[src/rtl/rxslot_mgr.sv]
module rxslot_mgr #(
  parameter int SLOT_BYTES = 2048,
  parameter int MIN_PAY    = 60,
  localparam int AW = $clog2(SLOT_BYTES),
  localparam int CW = AW + 1
) (
  input  logic          clk,
  input  logic          rst_n,
  input  logic          in_valid,
  input  logic          in_sof,
  input  logic          in_eof,
  input  logic [7:0]    in_data,
  input  logic [1:0]    st_we,
  input  logic [1:0]    st_wdata,
  input  logic [1:0]    cnt_we,
  input  logic [CW-1:0] cnt_wdata,
  output logic [1:0]    slot0_state,
  output logic [1:0]    slot1_state,
  output logic [CW-1:0] slot0_count,
  output logic [CW-1:0] slot1_count,
  output logic          buf_we,
  output logic          buf_slot,
  output logic [AW-1:0] buf_addr,
  output logic [7:0]    buf_wdata,
  output logic          rx_ready,
  output logic          rx_irq
);
  localparam logic [1:0] LOADED  = 2'd1;
  localparam logic [1:0] PENDING = 2'd2;
  localparam int MAX_PAY = SLOT_BYTES - 12;

  typedef enum logic [2:0] {IDLE, DATA, SKIP, PAD, FCS, PRE} phase_t;

  phase_t         ph;
  logic [1:0]     st [2];
  logic [CW-1:0]  cnt [2];
  logic [CW-1:0]  len;
  logic [2:0]     idx;
  logic [31:0]    crc;
  logic           slot;

  function automatic logic [31:0] crc_step(input logic [31:0] c, input logic [7:0] d);
    logic [31:0] r;
    r = c ^ {24'd0, d};
    for (int k = 0; k < 8; k++)
      r = r[0] ? ((r >> 1) ^ 32'hEDB88320) : (r >> 1);
    return r;
  endfunction

  wire            any_loaded = (st[0] == LOADED) || (st[1] == LOADED);
  wire            fresh      = (ph == IDLE);
  wire [CW-1:0]   len_b      = fresh ? '0 : len;
  wire [31:0]     crc_b      = fresh ? 32'hFFFFFFFF : crc;
  wire            slot_n     = fresh ? (st[0] != LOADED) : slot;
  wire [31:0]     fcs        = ~crc;

  assign slot0_state = st[0];
  assign slot1_state = st[1];
  assign slot0_count = cnt[0];
  assign slot1_count = cnt[1];
  assign rx_irq      = (st[0] == PENDING) || (st[1] == PENDING);
  assign rx_ready    = any_loaded && (ph == IDLE || ph == DATA || ph == SKIP);

  always_ff @(posedge clk) begin
    if (!rst_n) begin
      ph        <= IDLE;
      st[0]     <= '0;
      st[1]     <= '0;
      cnt[0]    <= '0;
      cnt[1]    <= '0;
      len       <= '0;
      idx       <= '0;
      crc       <= '0;
      slot      <= 1'b0;
      buf_we    <= 1'b0;
      buf_slot  <= 1'b0;
      buf_addr  <= '0;
      buf_wdata <= '0;
    end else begin
      buf_we <= 1'b0;
      for (int i = 0; i < 2; i++) begin
        if (st_we[i])  st[i]  <= st_wdata;
        if (cnt_we[i]) cnt[i] <= cnt_wdata;
      end
      case (ph)
        IDLE, DATA: if (in_valid) begin
          if (fresh && !in_sof) begin
            ph <= IDLE;
          end else if ((fresh && !any_loaded) || len_b == CW'(MAX_PAY)) begin
            ph <= in_eof ? IDLE : SKIP;
          end else begin
            buf_we    <= 1'b1;
            buf_slot  <= slot_n;
            buf_addr  <= AW'(len_b + CW'(8));
            buf_wdata <= in_data;
            crc       <= crc_step(crc_b, in_data);
            len       <= len_b + 1'b1;
            slot      <= slot_n;
            idx       <= '0;
            ph        <= !in_eof ? DATA : ((len_b + 1'b1 < CW'(MIN_PAY)) ? PAD : FCS);
          end
        end
        SKIP: if (in_valid && in_eof) ph <= IDLE;
        PAD: begin
          buf_we    <= 1'b1;
          buf_slot  <= slot;
          buf_addr  <= AW'(len + CW'(8));
          buf_wdata <= 8'h00;
          crc       <= crc_step(crc, 8'h00);
          len       <= len + 1'b1;
          if (len == CW'(MIN_PAY - 1)) ph <= FCS;
        end
        FCS: begin
          buf_we    <= 1'b1;
          buf_slot  <= slot;
          buf_addr  <= AW'(len + CW'(8) + CW'(idx));
          buf_wdata <= 8'(fcs >> {idx[1:0], 3'b000});
          idx       <= idx + 1'b1;
          if (idx == 3'd3) begin
            idx <= '0;
            ph  <= PRE;
          end
        end
        PRE: begin
          buf_we    <= 1'b1;
          buf_slot  <= slot;
          buf_addr  <= AW'(idx);
          buf_wdata <= (idx == 3'd7) ? 8'hD5 : 8'h55;
          idx       <= idx + 1'b1;
          if (idx == 3'd7) begin
            st[slot]  <= PENDING;
            cnt[slot] <= len + CW'(12);
            ph        <= IDLE;
          end
        end
        default: ph <= IDLE;
      endcase
    end
  end
endmodule


[config.mk]
export PLATFORM = sky130hd
export DESIGN_NAME = rxslot_mgr
export DESIGN_NICKNAME = d
export VERILOG_FILES = /design/src/rtl/rxslot_mgr.sv
export SDC_FILE = /design/constraint.sdc
export NUM_CORES = 1
export LEC_CHECK = 0
export ABC_AREA = 1
export BUFFER_PORTS_ARGS = -buffer_cell sky130_fd_sc_hd__buf_2
export CORE_MARGIN = 8
export CORE_UTILIZATION = 56
export CTS_BUF_LIST = sky130_fd_sc_hd__clkbuf_4 sky130_fd_sc_hd__clkbuf_8
export DETAILED_ROUTE_END_ITERATION = 6
export PLACE_DENSITY = 0.79
export SYNTH_ARGS = -nofsm -noshare
export SYNTH_HDL_FRONTEND = slang
export SYNTH_SLANG_ARGS = --single-unit
[constraint.sdc]
create_clock -name clk -period 2.31 [get_ports clk]
set_input_delay 0.462 -clock clk [delete_from_list [all_inputs] [get_ports clk]]
set_output_delay 0.462 -clock clk [all_outputs]
set_load 0.02 [all_outputs]
After elaboration in Yosys (flattened, before gate mapping)
Memory sizes are Yosys's and may differ from the RTL's.
Index checks and enable logic that the tools add are counted.
- input bits: 31
- bits in registers: 72
- memory bits (writable): 28
- memories: 2
- memories (memory ; depth ; bits a word ; read ports ; clocked after Yosys merged registers in ; wr ports ; line ; source):
    cnt ; 2 ; 12 ; 2 ; 0 ; 3 ; 36 ; logic [CW-1:0] cnt [2];
    st ; 2 ; 2 ; 2 ; 0 ; 3 ; 35 ; logic [1:0] st [2];
- reductions and logical operators: 24
- eq/ne operators: 21
- shift operators: 1
- $add $sub $neg: 7
- mux-type cells: 81
- bitwise operators: 24
- $lt $le $gt $ge: 1
- operator list (cell ; count):
    $mux W32 ; 20
    $not A13 Y14 ; 16
    $mux W12 ; 6
    $pmux W32 S2 ; 1
    $pmux W11 S4 ; 1
    $mux W3 ; 13
    $mux W11 ; 3
    $mux W8 ; 4
    $not A32 Y32 ; 1
    $pmux W8 S4 ; 1
    $shr A32 B5 Y8 ; 1
    $xor A32 B8 Y32 ; 1
    $add A12 B1 Y12 const B ; 2
    $mux W1 ; 24
    $pmux W12 S2 ; 1
    $add A11 B4 Y11 const B ; 2
    $reduce_and A4 Y1 ; 5
    $pmux W3 S5 ; 1
    $add A12 B4 Y12 const B ; 1
    $eq A12 B11 Y1 const B ; 1
    $eq A12 B6 Y1 const B ; 1
    $lt A12 B6 Y1 const B ; 1
    $ne A2 B2 Y1 const B ; 6
    $add A11 B3 Y11 ; 1
    other kinds (22) ; 45

Depth between registers and ports, before layout
- word-level depth: 23
- gate-level depth with buffers: 20
- gate-level depth less buffers: 18

Worst setup path after synthesis
No wires, ideal clock.
- kind: reg2reg
- start point: reg ph[1]
- end point: reg crc[8]
- setup slack: -0.251 ns
- library setup time: 0.117 ns
- arrival: 2.444 ns
- data required time: 2.193 ns
- buffers on the path: 3
- period minus slack after synthesis: 2.561 ns
- stages on the path, launching flop included: 19
- path through: dfxtp_1 nor2_4 nand2_4 inv_2 clkbuf_1 nor2_1 inv_1 ha_1 nand2_1 nor3_1 nand4_1 o21ai_2 nor2_4 nand2_2 nand2_1 buf_2 buf_2 o21ai_0 nor2_1
- cells in the longest elaborated chain, start to end: 18
- elaborated cells between the ends (all ways): 32
- RTL lines (element ; line ; source):
    from (decl) ; 34 ; phase_t ph;
    from (signal assigned) ; 90 ; ph <= in_eof ? IDLE : SKIP;
    from (signal assigned) ; 100 ; ph <= !in_eof ? DATA : ((len_b + 1'b1 < CW'(MIN_PAY)) ? PAD : FCS);
    $logic_not A3 Y1 ; 51, 85 ;
    $mux W32 ; 53 ; wire [31:0] crc_b = fresh ? 32'hFFFFFFFF : crc;
    $xor A32 B8 Y32 ; 44 ; r = c ^ {24'd0, d};
    $not A13 Y14 (no line) ; -- ;
    $mux W32 (6 in a row) ; 46 ; r = r[0] ? ((r >> 1) ^ 32'hEDB88320) : (r >> 1);
    $not A13 Y14 (no line) ; -- ;
    $mux W32 ; 46 ;
    $not A13 Y14 (no line) ; -- ;
    $mux W32 ; 46 ;
    $mux W32 ; 89 ; end else if ((fresh && !any_loaded) || len_b == CW'(MAX_PAY)) begin
    $mux W32 ; 87 ; if (fresh && !in_sof) begin
    $mux W32 ; 86 ; IDLE, DATA: if (in_valid) begin
    $pmux W32 S2 ; 85 ; case (ph)
    to (signal assigned) ; 96 ; crc <= crc_step(crc_b, in_data);
    to (signal assigned) ; 109 ; crc <= crc_step(crc, 8'h00);
    to (decl) ; 39 ; logic [31:0] crc;
Parallel ways exist; a longest one is shown, timed or not. The select of a mux whose other input is x is not followed.
A chain may end at the register's enable or synchronous reset.

Worst setup path after layout
- start point: reg ph[2]
- end point: reg crc[9]
- cells in the longest elaborated chain, start to end: 17
- elaborated cells between the ends (all ways): 30
- RTL lines (element ; line):
    $logic_not A3 Y1 ; 51, 85
    $mux W32 ; 53
    $xor A32 B8 Y32 ; 44
    $mux W32 ; 46
    $not A13 Y14 (no line) ; --
    $mux W32 (6 in a row) ; 46
    $not A13 Y14 (no line) ; --
    $mux W32 ; 46
    $mux W32 ; 89
    $mux W32 ; 87
    $mux W32 ; 86
    $pmux W32 S2 ; 85
Parallel ways exist; a longest one is shown, timed or not. The select of a mux whose other input is x is not followed.

==> summary.md <==
| Metric | Value |
|---|---|
| #FFs+latches synth | 100 |
| Most frequently used flop master after synthesis | dfxtp_1 |
| CTS tree | yes |
| EDFF count, synth | 24 |
| Grt ovf | 0 |
| Final Slew Violations | 0 |
| Final worst path period share | 1.040 |
| Drc violations | 0 |
| WP data arrival | 2720 ps |
| Layout cell share with drive strength beyond 1 | 0.2134 |
| Synth cell types | 48 |
| Fin Setup TNS | -1630 ps |
| Max_cap viols | 0 |
| Largest family of logic cells by synthesized area | simple AND/OR/NAND/NOR gates |
| Final net count | 1388 |
| Clk buf depth | 2 |
| Antenna cells | 0 |
| Outcome | finished, violations left |
| Core area | 13720 um2 |
| Fill count | 1241 |
| Vias in the first global route | 7817 |
| Simple-gate portion of the synthesized area | 0.2806 |
| IO Count | 82 |
| Initial antenna violation count | 0 |
| Compound-Gate Fraction of Synth Area | 0.1959 |
| Power density over the cells | 1749 nW/um2 |
| Average wire per standard cell | 17.30 um |
| RSZ-0062 raised after global routing | true |
| Cts hold-fix bufs | 0 |
| HP Class | in2reg |
| Async SR Flop Fraction | 0 |
| Max VDD drop | 1048 uV |
| Vias/cell | 5.735 |
| Largest net degree at the start of global routing | 66 |
| Final setup vio count | 34 |
| Chip Height | 134.0 um |
| Die area | 17960 um2 |
| Synth Area in XOR/XNOR | 0.1136 |
| Root buf cell | clkbuf_8 |
| Port Buffers | 81 |
| Crit Path Class | reg2reg |
| Final Wtd Congestion | 0.9628 |
| Post-DP HPWL | 19150 um |
| Post-Synth Adder-Cell Area | 0.02824 |
| Die X-Extent | 134.0 um |
| CTS Sinks | 100 |
| Syn avg cell area | 6.510 um2 |
| Detailed Routing Iterations Pass 1 | 7 |
| # rows | 43 |
| Yosys warnings | 0 |
| Area Growth Syn to Fin | 21.27% |
| Crit Path Max Fanout | 6 |
| Post-synthesis mux area share | 0.001283 |
| Sequential element share of the synthesized area | 0.2875 |
| Iter 0 DRT Violations | 1020 |
| Total Wirelength | 26380 um |
| Initial Util | 0.5684 |
| Routed Antenna Nets | 0 |
| FMAX | 416.4 MHz |
| Worst-margin pin slew | 784.1 ps |
| Skew-Pair Late Insertion Delay | 390 ps |
| Startpoint types | flop |
| Syn nets | 1246 |
| Setup WS post-layout | -91.72 ps |
| H-Tree Depth | 3 |
| First-pass GRT wire length | 40110 um |
| Register clock-pin slew on the reported worst setup and hold paths | 110 ps |
| Pleak | 4.440 nW |
| CP Capture Type | flop |
| Max-slew headroom | 0.4773 |
| WHS | 337.0 ps |
| Cts bufs inserted | 9 |
| Cells after Synth | 1198 |
| Tmin final | 2402 ps |
| Final hold violations | 0 |
| DP Worst Slack | -62.79 ps |
| Worst Skew | 20.93 ps |
| Gr usage total | 0.2749 |
| Vias | 8746 |
| Failing checks | negative setup slack |
| Worst Path Required | 2630 ps |
| Post-synth design cell area | 7799 um2 |
## what timing repair did
action	4_1_cts	5_1_grt
gates resized for setup	8	95
pin swaps	2	28
buffers inserted	2	12
cloned	0	7
endpoints found under the setup margin	39	83
## where the power goes
part	internal (W)	switching [W]	leakage [nW]
clock network	0.000441	0.000697	0.0954
registers	0.00235	0.000462	0.883
logic	0.00472	0.00786	3.46
total	0.00752	0.00902	4.44
## synth_stat cells (2+ instances only)
library cell / count / area share
inv_2: 5 / 0.0024
inv_1: 110 / 0.053
a31oi_1: 6 / 0.0048
a21oi_1: 103 / 0.066
edfxtp_1: 24 / 0.092
buf_6: 2 / 0.0029
o211ai_1: 3 / 0.0029
nor2_2: 3 / 0.0024
clkinv_1: 4 / 0.0019
a21oi_2: 2 / 0.0022
ha_1: 16 / 0.026
nand3_1: 68 / 0.044
nor2_4: 2 / 0.0029
nand2_1: 280 / 0.13
xor2_4: 2 / 0.0071
o21ai_0: 161 / 0.10
buf_12: 2 / 0.0051
dfxtp_1: 76 / 0.20
o22ai_1: 8 / 0.0064
a211oi_1: 2 / 0.0019
xor2_1: 76 / 0.085
nand2_2: 10 / 0.0080
nand4_1: 5 / 0.0040
buf_2: 15 / 0.0096
or2_2: 6 / 0.0048
clkbuf_1: 29 / 0.014
o221ai_1: 2 / 0.0022
nand3_2: 2 / 0.0026
o21a_1: 2 / 0.0019
nor3_1: 11 / 0.0071
buf_4: 3 / 0.0029
nand2_4: 2 / 0.0029
nor2_1: 125 / 0.060
xnor2_1: 17 / 0.019
## path summary, 6_finish.rpt
kind / depth (start not counted) / endpoint / slack, ps / start
worst max-delay path: 16 / crc[9] / -90 / ph[2]
worst min-delay path: 3 / st[0][1] / 340 / st_wdata[1]
worst max register to register: 16 / crc[9] / -90 / ph[2]
worst min register to register: 2 / buf_addr[6] / 500 / buf_addr[6]
## cell type report
cell class	count	area, um2	area share
repair inverters	2	15.01	0.001588
flip-flops and latches	100	2251	0.2380
multi-input cells	926	5004	0.5290
clock inverters	6	53.80	0.005689
repair buffers	182	1310	0.1385
clock buffers	10	137.6	0.01455
well taps	180	225.2	0.02381
inverters	119	461.7	0.04882
## routing by layer
layer,track usage,part of all wire,up-vias
li1,-,-,4199
met1,0.3588,0.41,3988
met2,0.4348,0.45,467
met3,0.05871,0.096,92
met4,0.1073,0.042,0
met5,0,0,-
## stage by stage
step	util	area, um2	total power [W]	cells
6_report	0.6894	9458	0.01654	1525
5_1_grt	0.6894	9458	0.01783	1525
4_1_cts	0.6590	9041	0.01533	1507
3_5_place_dp	0.6426	8816	0.01410	1489
3_3_place_gp	0.6426	8816	0.01392	1489
2_1_floorplan	-	7846	0.01074	1198
## flip-flops by register name, summed over array words and instances (netlist names)
name	count
crc	32
slot	1
len	12
buf_slot	1
buf_addr	11
buf_wdata	8
cnt	24
st	4
idx	3
ph	3
buf_we	1
## cells by family (layout without fill, tap and decap cells)
logic type / after synthesis / after routing
and+or+nand+nor: 519 / 519
AOI/OAI and AO/OA: 293 / 293
buffers and inverters: 172 / 319
DFF: 100 / 100
xor gates and xnor gates: 96 / 96
adders and majority gates: 17 / 17
muxes: 1 / 1
## critical path, stage by stage, from the launching register on
cell and delay (ps):
dfxtp_2 350, nor2_4 130, nand2_4 100, inv_6 90, nor2_4 50, inv_2 70
ha_4 130, nand2_2 50, nor3_2 160, nand4_1 140, o21ai_2 240, nor2_4 90
a21oi_4 200, buf_12 170, clkbuf_16 160, o21ai_1 50, a21oi_1 150
## placed cells by master (no fill, tap or decap), drive strengths merged
master,netlist,layout
nand2,293,293
buf,23,179
o21ai,162,162
nor2,130,130
inv,115,116
a21oi,105,105
xor2,79,79
dfxtp,76,76
nand3,71,71
edfxtp,24,24
xnor2,17,17
ha,16,16
clkbuf,30,13
nor3,11,11
o22ai,8,8
or2,7,7
a31oi,6,6
clkinv,4,6
clkinvlp,0,5
nand4,5,5
o211ai,3,3
o21a,2,2
o221ai,2,2
a211oi,2,2
and2,1,1
o21bai,1,1
mux2i,1,1
a21boi,1,1
nand3b,1,1
a21o,1,1
fa,1,1
Note: power is estimated with default switching activity, not from simulation.
